===== config.mk =====
export PLATFORM = sky130hd
export DESIGN_NAME = isi_issue_ctrl
export DESIGN_NICKNAME = d
export VERILOG_FILES = /design/src/rtl/isi_pkg.sv /design/src/rtl/isi_scoreboard.sv /design/src/rtl/isi_unit_gate.sv /design/src/rtl/isi_src_check.sv /design/src/rtl/isi_issue_ctrl.sv
export SDC_FILE = /design/constraint.sdc
export NUM_CORES = 1
export LEC_CHECK = 0
export BUFFER_PORTS_ARGS = -buffer_cell sky130_fd_sc_hd__clkbuf_2
export CORE_MARGIN = 3
export CORE_UTILIZATION = 45
export DETAILED_ROUTE_END_ITERATION = 10
export GPL_TIMING_DRIVEN = 0
export RECOVER_POWER = 50
export SLEW_MARGIN = 10
export SYNTH_ARGS = -nofsm -noshare
export SYNTH_HDL_FRONTEND = slang
export SYNTH_HIERARCHICAL = 1
export SYNTH_SLANG_ARGS = --single-unit

===== constraint.sdc =====
create_clock -name clk_i -period 4 [get_ports clk_i]
set_input_delay 0.4 -clock clk_i [delete_from_list [all_inputs] [get_ports clk_i]]
set_output_delay 0.4 -clock clk_i [all_outputs]
set_load 0.02 [all_outputs]

===== src/rtl/isi_pkg.sv =====
package isi_pkg;
  localparam int NSRC = 2;

  typedef enum logic [2:0] {
    UNIT_INT   = 3'd0,
    UNIT_LOAD  = 3'd1,
    UNIT_STORE = 3'd2,
    UNIT_FMUL  = 3'd3,
    UNIT_FADD  = 3'd4
  } unit_e;
endpackage


===== src/rtl/isi_scoreboard.sv =====
module isi_scoreboard
  import isi_pkg::*;
#(
  parameter int NREG = 32,
  parameter int CW   = 3,
  localparam int RW  = $clog2(NREG)
) (
  input  logic          clk_i,
  input  logic          rst_ni,
  input  logic          wr_en_i,
  input  logic [RW-1:0] wr_idx_i,
  input  logic [CW-1:0] wr_val_i,
  input  logic [RW-1:0] rd_idx_i [NSRC],
  output logic [CW-1:0] rd_cnt_o [NSRC]
);
  logic [CW-1:0] cnt_q [NREG];

  for (genvar r = 0; r < NREG; r++) begin : g_reg
    logic hit;
    assign hit = wr_en_i && (wr_idx_i == RW'(r));

    always_ff @(posedge clk_i or negedge rst_ni) begin
      if (!rst_ni)                cnt_q[r] <= '0;
      else if (hit)               cnt_q[r] <= wr_val_i;
      else if (cnt_q[r] != '0)    cnt_q[r] <= cnt_q[r] - 1'b1;
    end

    AST_CNT_DECAY: assert property (@(posedge clk_i) disable iff (!rst_ni)
      (cnt_q[r] != '0 && !hit) |=> cnt_q[r] == $past(cnt_q[r]) - 1'b1);
    AST_CNT_RELOAD: assert property (@(posedge clk_i) disable iff (!rst_ni)
      hit |=> cnt_q[r] == $past(wr_val_i));
  end

  for (genvar k = 0; k < NSRC; k++) begin : g_rd
    assign rd_cnt_o[k] = cnt_q[rd_idx_i[k]];
  end
endmodule


===== src/rtl/isi_unit_gate.sv =====
module isi_unit_gate
  import isi_pkg::*;
#(
  parameter int II_MUL = 1,
  parameter int II_ADD = 1
) (
  input  logic       clk_i,
  input  logic       rst_ni,
  input  logic [2:0] unit_i,
  input  logic       issue_i,
  output logic       free_o
);
  localparam int NFP = 2;
  logic [NFP-1:0] busy;
  logic [NFP-1:0] sel;

  assign sel[0] = (unit_i == UNIT_FMUL);
  assign sel[1] = (unit_i == UNIT_FADD);

  for (genvar g = 0; g < NFP; g++) begin : g_fp
    localparam int II = (g == 0) ? II_MUL : II_ADD;
    if (II > 1) begin : g_cnt
      localparam int IW = $clog2(II);
      logic [IW-1:0] gap_q;
      always_ff @(posedge clk_i or negedge rst_ni) begin
        if (!rst_ni)                gap_q <= '0;
        else if (issue_i && sel[g]) gap_q <= IW'(II - 1);
        else if (gap_q != '0)       gap_q <= gap_q - 1'b1;
      end
      assign busy[g] = (gap_q != '0);

      AST_II_HOLD: assert property (@(posedge clk_i) disable iff (!rst_ni)
        (issue_i && sel[g]) |=> busy[g]);
    end else begin : g_pipe
      assign busy[g] = 1'b0;
    end
  end

  assign free_o = ~|(busy & sel);
endmodule


===== src/rtl/isi_src_check.sv =====
module isi_src_check #(
  parameter int CW = 3
) (
  input  logic          en_i,
  input  logic [CW-1:0] cnt_i,
  input  logic [CW-1:0] thr_i,
  output logic          ready_o
);
  assign ready_o = !en_i || (cnt_i <= thr_i);
endmodule


===== src/rtl/isi_issue_ctrl.sv =====
module isi_issue_ctrl
  import isi_pkg::*;
#(
  parameter int NREG        = 32,
  parameter int LAT_LOAD    = 1,
  parameter int LAT_MUL     = 6,
  parameter int LAT_ADD     = 3,
  parameter int STORE_SLACK = 1,
  parameter int II_MUL      = 1,
  parameter int II_ADD      = 1,
  localparam int RW         = $clog2(NREG)
) (
  input  logic          clk_i,
  input  logic          rst_ni,
  input  logic          valid_i,
  input  logic [2:0]    unit_i,
  input  logic [RW-1:0] src_a_i,
  input  logic          src_a_en_i,
  input  logic [RW-1:0] src_b_i,
  input  logic          src_b_en_i,
  input  logic [RW-1:0] dst_i,
  input  logic          dst_en_i,
  output logic          issue_o,
  output logic          stall_o,
  output logic [1:0]    fwd_ready_o
);
  localparam int MAX_A   = (LAT_MUL > LAT_ADD) ? LAT_MUL : LAT_ADD;
  localparam int MAX_B   = (LAT_LOAD > STORE_SLACK) ? LAT_LOAD : STORE_SLACK;
  localparam int MAX_LAT = (MAX_A > MAX_B) ? MAX_A : MAX_B;
  localparam int CW      = $clog2(MAX_LAT + 1) < 1 ? 1 : $clog2(MAX_LAT + 1);

  logic [RW-1:0] rd_idx [NSRC];
  logic [CW-1:0] rd_cnt [NSRC];
  logic [CW-1:0] thr    [NSRC];
  logic          src_en [NSRC];
  logic [NSRC-1:0] src_rdy;
  logic [CW-1:0] lat;
  logic          unit_free;
  logic          is_store;

  assign is_store  = (unit_i == UNIT_STORE);
  assign rd_idx[0] = src_a_i;
  assign rd_idx[1] = src_b_i;
  assign src_en[0] = src_a_en_i;
  assign src_en[1] = src_b_en_i;
  assign thr[0]    = '0;
  assign thr[1]    = is_store ? CW'(STORE_SLACK) : '0;

  always_comb begin
    case (unit_i)
      UNIT_LOAD: lat = CW'(LAT_LOAD);
      UNIT_FMUL: lat = CW'(LAT_MUL);
      UNIT_FADD: lat = CW'(LAT_ADD);
      default:   lat = '0;
    endcase
  end

  isi_scoreboard #(.NREG(NREG), .CW(CW)) u_sb (
    .clk_i    (clk_i),
    .rst_ni   (rst_ni),
    .wr_en_i  (issue_o && dst_en_i),
    .wr_idx_i (dst_i),
    .wr_val_i (lat),
    .rd_idx_i (rd_idx),
    .rd_cnt_o (rd_cnt)
  );

  for (genvar k = 0; k < NSRC; k++) begin : g_src
    isi_src_check #(.CW(CW)) u_chk (
      .en_i    (src_en[k]),
      .cnt_i   (rd_cnt[k]),
      .thr_i   (thr[k]),
      .ready_o (src_rdy[k])
    );
  end

  isi_unit_gate #(.II_MUL(II_MUL), .II_ADD(II_ADD)) u_gate (
    .clk_i   (clk_i),
    .rst_ni  (rst_ni),
    .unit_i  (unit_i),
    .issue_i (issue_o),
    .free_o  (unit_free)
  );

  assign fwd_ready_o = src_rdy;
  assign issue_o     = valid_i && (&src_rdy) && unit_free;
  assign stall_o     = valid_i && !issue_o;

  AST_ONE_OUTCOME: assert property (@(posedge clk_i) disable iff (!rst_ni)
    valid_i |-> (issue_o ^ stall_o));
  AST_IDLE_QUIET: assert property (@(posedge clk_i) disable iff (!rst_ni)
    !valid_i |-> !(issue_o || stall_o));
  AST_ISSUE_FWD: assert property (@(posedge clk_i) disable iff (!rst_ni)
    issue_o |-> fwd_ready_o == 2'b11);
  AST_INT_NO_WAIT: assert property (@(posedge clk_i) disable iff (!rst_ni)
    (issue_o && dst_en_i && unit_i == UNIT_INT) |=>
      (!src_a_en_i || src_a_i != $past(dst_i) || fwd_ready_o[0]));
endmodule


==> out/results.txt <==
Clock-pin slew was measured on the worst setup and hold paths at 0.07 ns. At the placement stage, the worst setup path has a slack of -0.8853 ns. The design draws 7.012 mW.

Via count of the first global-routing pass: 5633. Counting along the longest clock path gives a buffer depth of 2. Number of filler instances in the final layout: 1454.

The flow ran to the end, but the final reports show violations. The delay of the slowest cell on the worst path is 0.53 ns, and the sequential power share is 28.6%. Pin slew with the least headroom to its limit: 2.582 ns. The share of post-route cells with drive strength above 1 was 39.06%; the number of flip-flops in the largest register was 96. Buffers inserted during clock tree synthesis total 9. Timing would allow up to 0.2537 GHz. STA puts the critical path data required time at 4.25 ns. For hold timing, the worst endpoint is u_sb/cnt_q[36]$_DFFE_PN0P_. Counting flops with a built-in enable in the synthesized netlist gives 0.

The routed design could run at a clock period as short as 3.941 ns. The clock tree synthesis step divided the H-tree into 3 levels. After global routing the overflow that remains totals 0.

The final layout contains routed wiring with a total length of 19.95 mm. Before antenna repair, the detailed router went through 5 iterations. Cell at the slowest stage of the critical path: sky130_fd_sc_hd__mux4_2. The startpoint of the worst-slack reg-to-reg timing path is u_sb/cnt_q[2]$_DFFE_PN0P_.

TritonCTS built the clock tree. Among all flip-flop cells after synthesis, the most frequent one is sky130_fd_sc_hd__dfrtp_1. The portion of the post-synthesis area used by sequential elements was 30.51%; the worst hold slack across all endpoints was 0.5620 ns. The type of the worst setup path was reg -> reg. For the number of endpoints with negative hold slack in the final report, the log shows 0.

Dividing the detail-routed wire length by the instance count gives 21.59 µm. Once detailed placement completed, the half-perimeter wirelength came to 15.09 mm. The post-route clock skew came out at 0.008983 ns. The multi-input combinational cells in the finished layout cover a total of 5265 µm². The source of the worst hold timing path is unit_i[1]. The tools report the starting density of the core as 46.66%. The maximum number of pins on one net before global-route repair was 97; the switching share of total power was 35.73%. The count of clock tree sinks was 96; the combinational group share of total power was 55.9%. In the layout the commonest cells are sky130_fd_sc_hd__mux2_2, sky130_fd_sc_hd__dfrtp_1, sky130_fd_sc_hd__inv_1. Area of the core: 16880 µm².

Dividing total power by cell area gives a power density of 781.0 nW/µm². The logs give 15.5% for the proportion of power drawn by the clock network and -72.12% for the remaining max-slew budget at the tightest pin. The clock reaches the later pin of the worst-skew pair after 0.36 ns. The part of the cycle the worst path needs was 98.54%; the via total after detailed routing was 5265. During I/O placement, the number of pins put on the boundary was 28.

Counting flops and latches in the post-synthesis netlist gives 96. In the final layout, the registers with the most flip-flops are u_sb/cnt_q x96. Setup slack on the critical path of the routed design comes to 0.05857 ns. The average instance in the mapped netlist occupies 12.02 µm².

Using the TritonRoute via totals, the vias-per-cell ratio works out to 5.698. The library cell used most frequently in the layout, excluding fill and tap cells, is sky130_fd_sc_hd__mux2_2. The run gives 21.25% as the global router's overall resource usage. The register with the most flip-flops in the final layout is u_sb/cnt_q.

The cell seen most often among critical-path stages was sky130_fd_sc_hd__mux4_2. The number of setup violations in the final report is 0, and the max-cap check violation count is 1. Of all flip-flops after synthesis, the portion carrying an async set or reset was 100.0%. The worst hold path was traced through 3 stages. The initial antenna violation count was 1. In this run the worst path has a maximum fanout of 8.

The cell at the root of the clock tree was sky130_fd_sc_hd__clkbuf_16. From bottom edge to top edge, the die measures 138.3 µm. The die covers 19120 µm². Reg-to-reg endpoint: u_sb/cnt_q[57]$_DFFE_PN0P_. For the number of cell rows, the log shows 47. The min-delay analysis places its worst path in the category in -> reg.

The detail route stage leaves a number of antenna-violating nets equal to 0. The total standard cell area after synthesis was 7875 µm²; the count of warnings emitted by yosys was 6. Input and output buffers added on the ports amount to 21. The detailed router finished its first iteration with 352 violations. The net switching power came out at 2.505 mW. The run gives 35 as the count of unique library cells instantiated by Yosys. For the worst setup path, the data arrival time is 4.19 ns. The maximum ir drop on the vdd rail is 346.4 µV. Walking the worst path, the cells encountered are mux4_2 -> mux4_2 -> mux2_2 -> ha_1 -> a21o_2 -> o211ai_4 -> and4_4 -> and2_4 -> nand4b_1 -> buf_6 -> or3_4 -> mux2_4.

The die is 138.3 µm wide. In the final layout, flip-flops and latches occupy 2402 µm². 0 antenna diodes ended up in the layout. The logic depth of the worst register-to-register path came out at 12. Cell internal power was estimated by the tool at 4.507 mW.

Adding up every negative setup slack in the final design gives 0 ns. STA classifies the critical path startpoint as a flop. The final-report max-slew violation count came out at 97. Relative to the synthesized area, the layout overhead comes to 14.00%. The critical path endpoint category was a flop.

The final reports fail on max-capacitance violations, max-slew violations. The first global-routing pass estimated 31.05 mm of wire. The worst setup slack for register-to-register paths was 0.06 ns. The congestion estimate from routability-driven global placement came to 0.8180. The tools report the remaining routing DRC violations as 0. The logs give 655 for the post-synthesis instance total and 793 for the number of nets in the layout. The run gives 4.048 nW as the reported leakage power.
==> repair_timing <==
item | in CTS | in global routing
setup endpoints to repair | 85 | 76
hold buffers | 0 | 0
buffers inserted | 4 | 4
pin swaps | 0 | 5
resized for setup | 10 | 20
==> metrics by stage <==
stage | std cells | utilization (%) | cell area [µm²]
final | 924 | 53.19 | 8977
after global routing | 924 | 53.19 | 8977
after CTS | 920 | 52.72 | 8899
after detailed placement | 900 | 50.07 | 8451
after global placement | 900 | 50.02 | 8442
after floorplan | 659 | - | 8061
==> power groups by stage <==
stage / combinational (mW) / clock (mW) / sequential, mW
6_report: 3.92 / 1.09 / 2.01
5_1_grt: 4.34 / 1.15 / 2.09
4_1_cts: 3.89 / 1.11 / 2.00
3_5_place_dp: 3.86 / 0 / 2.02
3_3_place_gp: 3.60 / 0 / 1.99
2_1_floorplan: 3.19 / 0 / 1.82
==> layer usage <==
layer	wire, µm	global-route usage [%]
met1	8720	28.27
met2	10060	36.07
met3	770	2.935
met4	387	6.916
met5	11	0
==> final cells by class <==
class / instances / area share (%)
Multi-Input combinational cell: 464 / 58.65
Sequential cell: 96 / 26.76
Tap cell: 220 / 3.066
Inverter: 71 / 2.969
Clock buffer: 10 / 2.662
Buffer: 28 / 2.564
Timing Repair Buffer: 29 / 1.882
Clock inverter: 6 / 1.449
==> Yosys cell counts (4+ instances only) <==
library cell | instances | area, µm²
sky130_fd_sc_hd__buf_6 | 4 | 45.04
sky130_fd_sc_hd__clkbuf_1 | 19 | 71.32
sky130_fd_sc_hd__dfrtp_1 | 96 | 2402
sky130_fd_sc_hd__ha_1 | 70 | 875.8
sky130_fd_sc_hd__inv_1 | 71 | 266.5
sky130_fd_sc_hd__mux2_2 | 131 | 1475
sky130_fd_sc_hd__mux2i_1 | 35 | 350.3
sky130_fd_sc_hd__mux4_2 | 60 | 1351
sky130_fd_sc_hd__nand2_1 | 13 | 48.80
sky130_fd_sc_hd__nand2b_1 | 42 | 262.8
sky130_fd_sc_hd__nor2_1 | 42 | 157.7
sky130_fd_sc_hd__nor2b_1 | 5 | 31.28
sky130_fd_sc_hd__xnor2_1 | 32 | 280.3
==> worst max path at each step <==
| stage | startpoint | end | depth (start not counted) |
|---|---|---|---|
| global route | u_sb/cnt_q[20]$_DFFE_PN0P_ | u_sb/cnt_q[69]$_DFFE_PN0P_ | 12 |
| global placement | src_a_i[2] | u_sb/cnt_q[85]$_DFFE_PN0P_ | 13 |
| floorplan | src_b_i[1] | u_sb/cnt_q[57]$_DFFE_PN0P_ | 13 |
| CTS | u_sb/cnt_q[2]$_DFFE_PN0P_ | u_sb/cnt_q[54]$_DFFE_PN0P_ | 12 |
| finish | u_sb/cnt_q[2]$_DFFE_PN0P_ | u_sb/cnt_q[57]$_DFFE_PN0P_ | 12 |
| detailed placement | src_a_i[2] | u_sb/cnt_q[84]$_DFFE_PN0P_ | 13 |
==> cells by family (layout without fill, tap and decap cells) <==
kind of cell,after synthesis,in the layout,synth area share [%]
AO/OA/AOI/OAI,7,7,0.7627
other,2,6,0.09536
adder cells (fa/ha/maj),70,70,11.12
multiplexers,226,226,40.34
flip-flops,96,96,30.51
buffers and inverters,99,144,5.180
XOR/XNOR,32,32,3.559
AND/OR/NAND/NOR,123,123,8.437
==> worst max-delay path, delay by kind of cell, from the launching register on <==
kind	cells	cell delay, ns
adders and majority gates	1	0.20
AOI/OAI and AO/OA	2	0.45
muxes	4	1.65
buffers and inverters	1	0.18
DFF	1	0.42
and+or+nand+nor	4	0.93
Power figures use the tool's default switching activity.
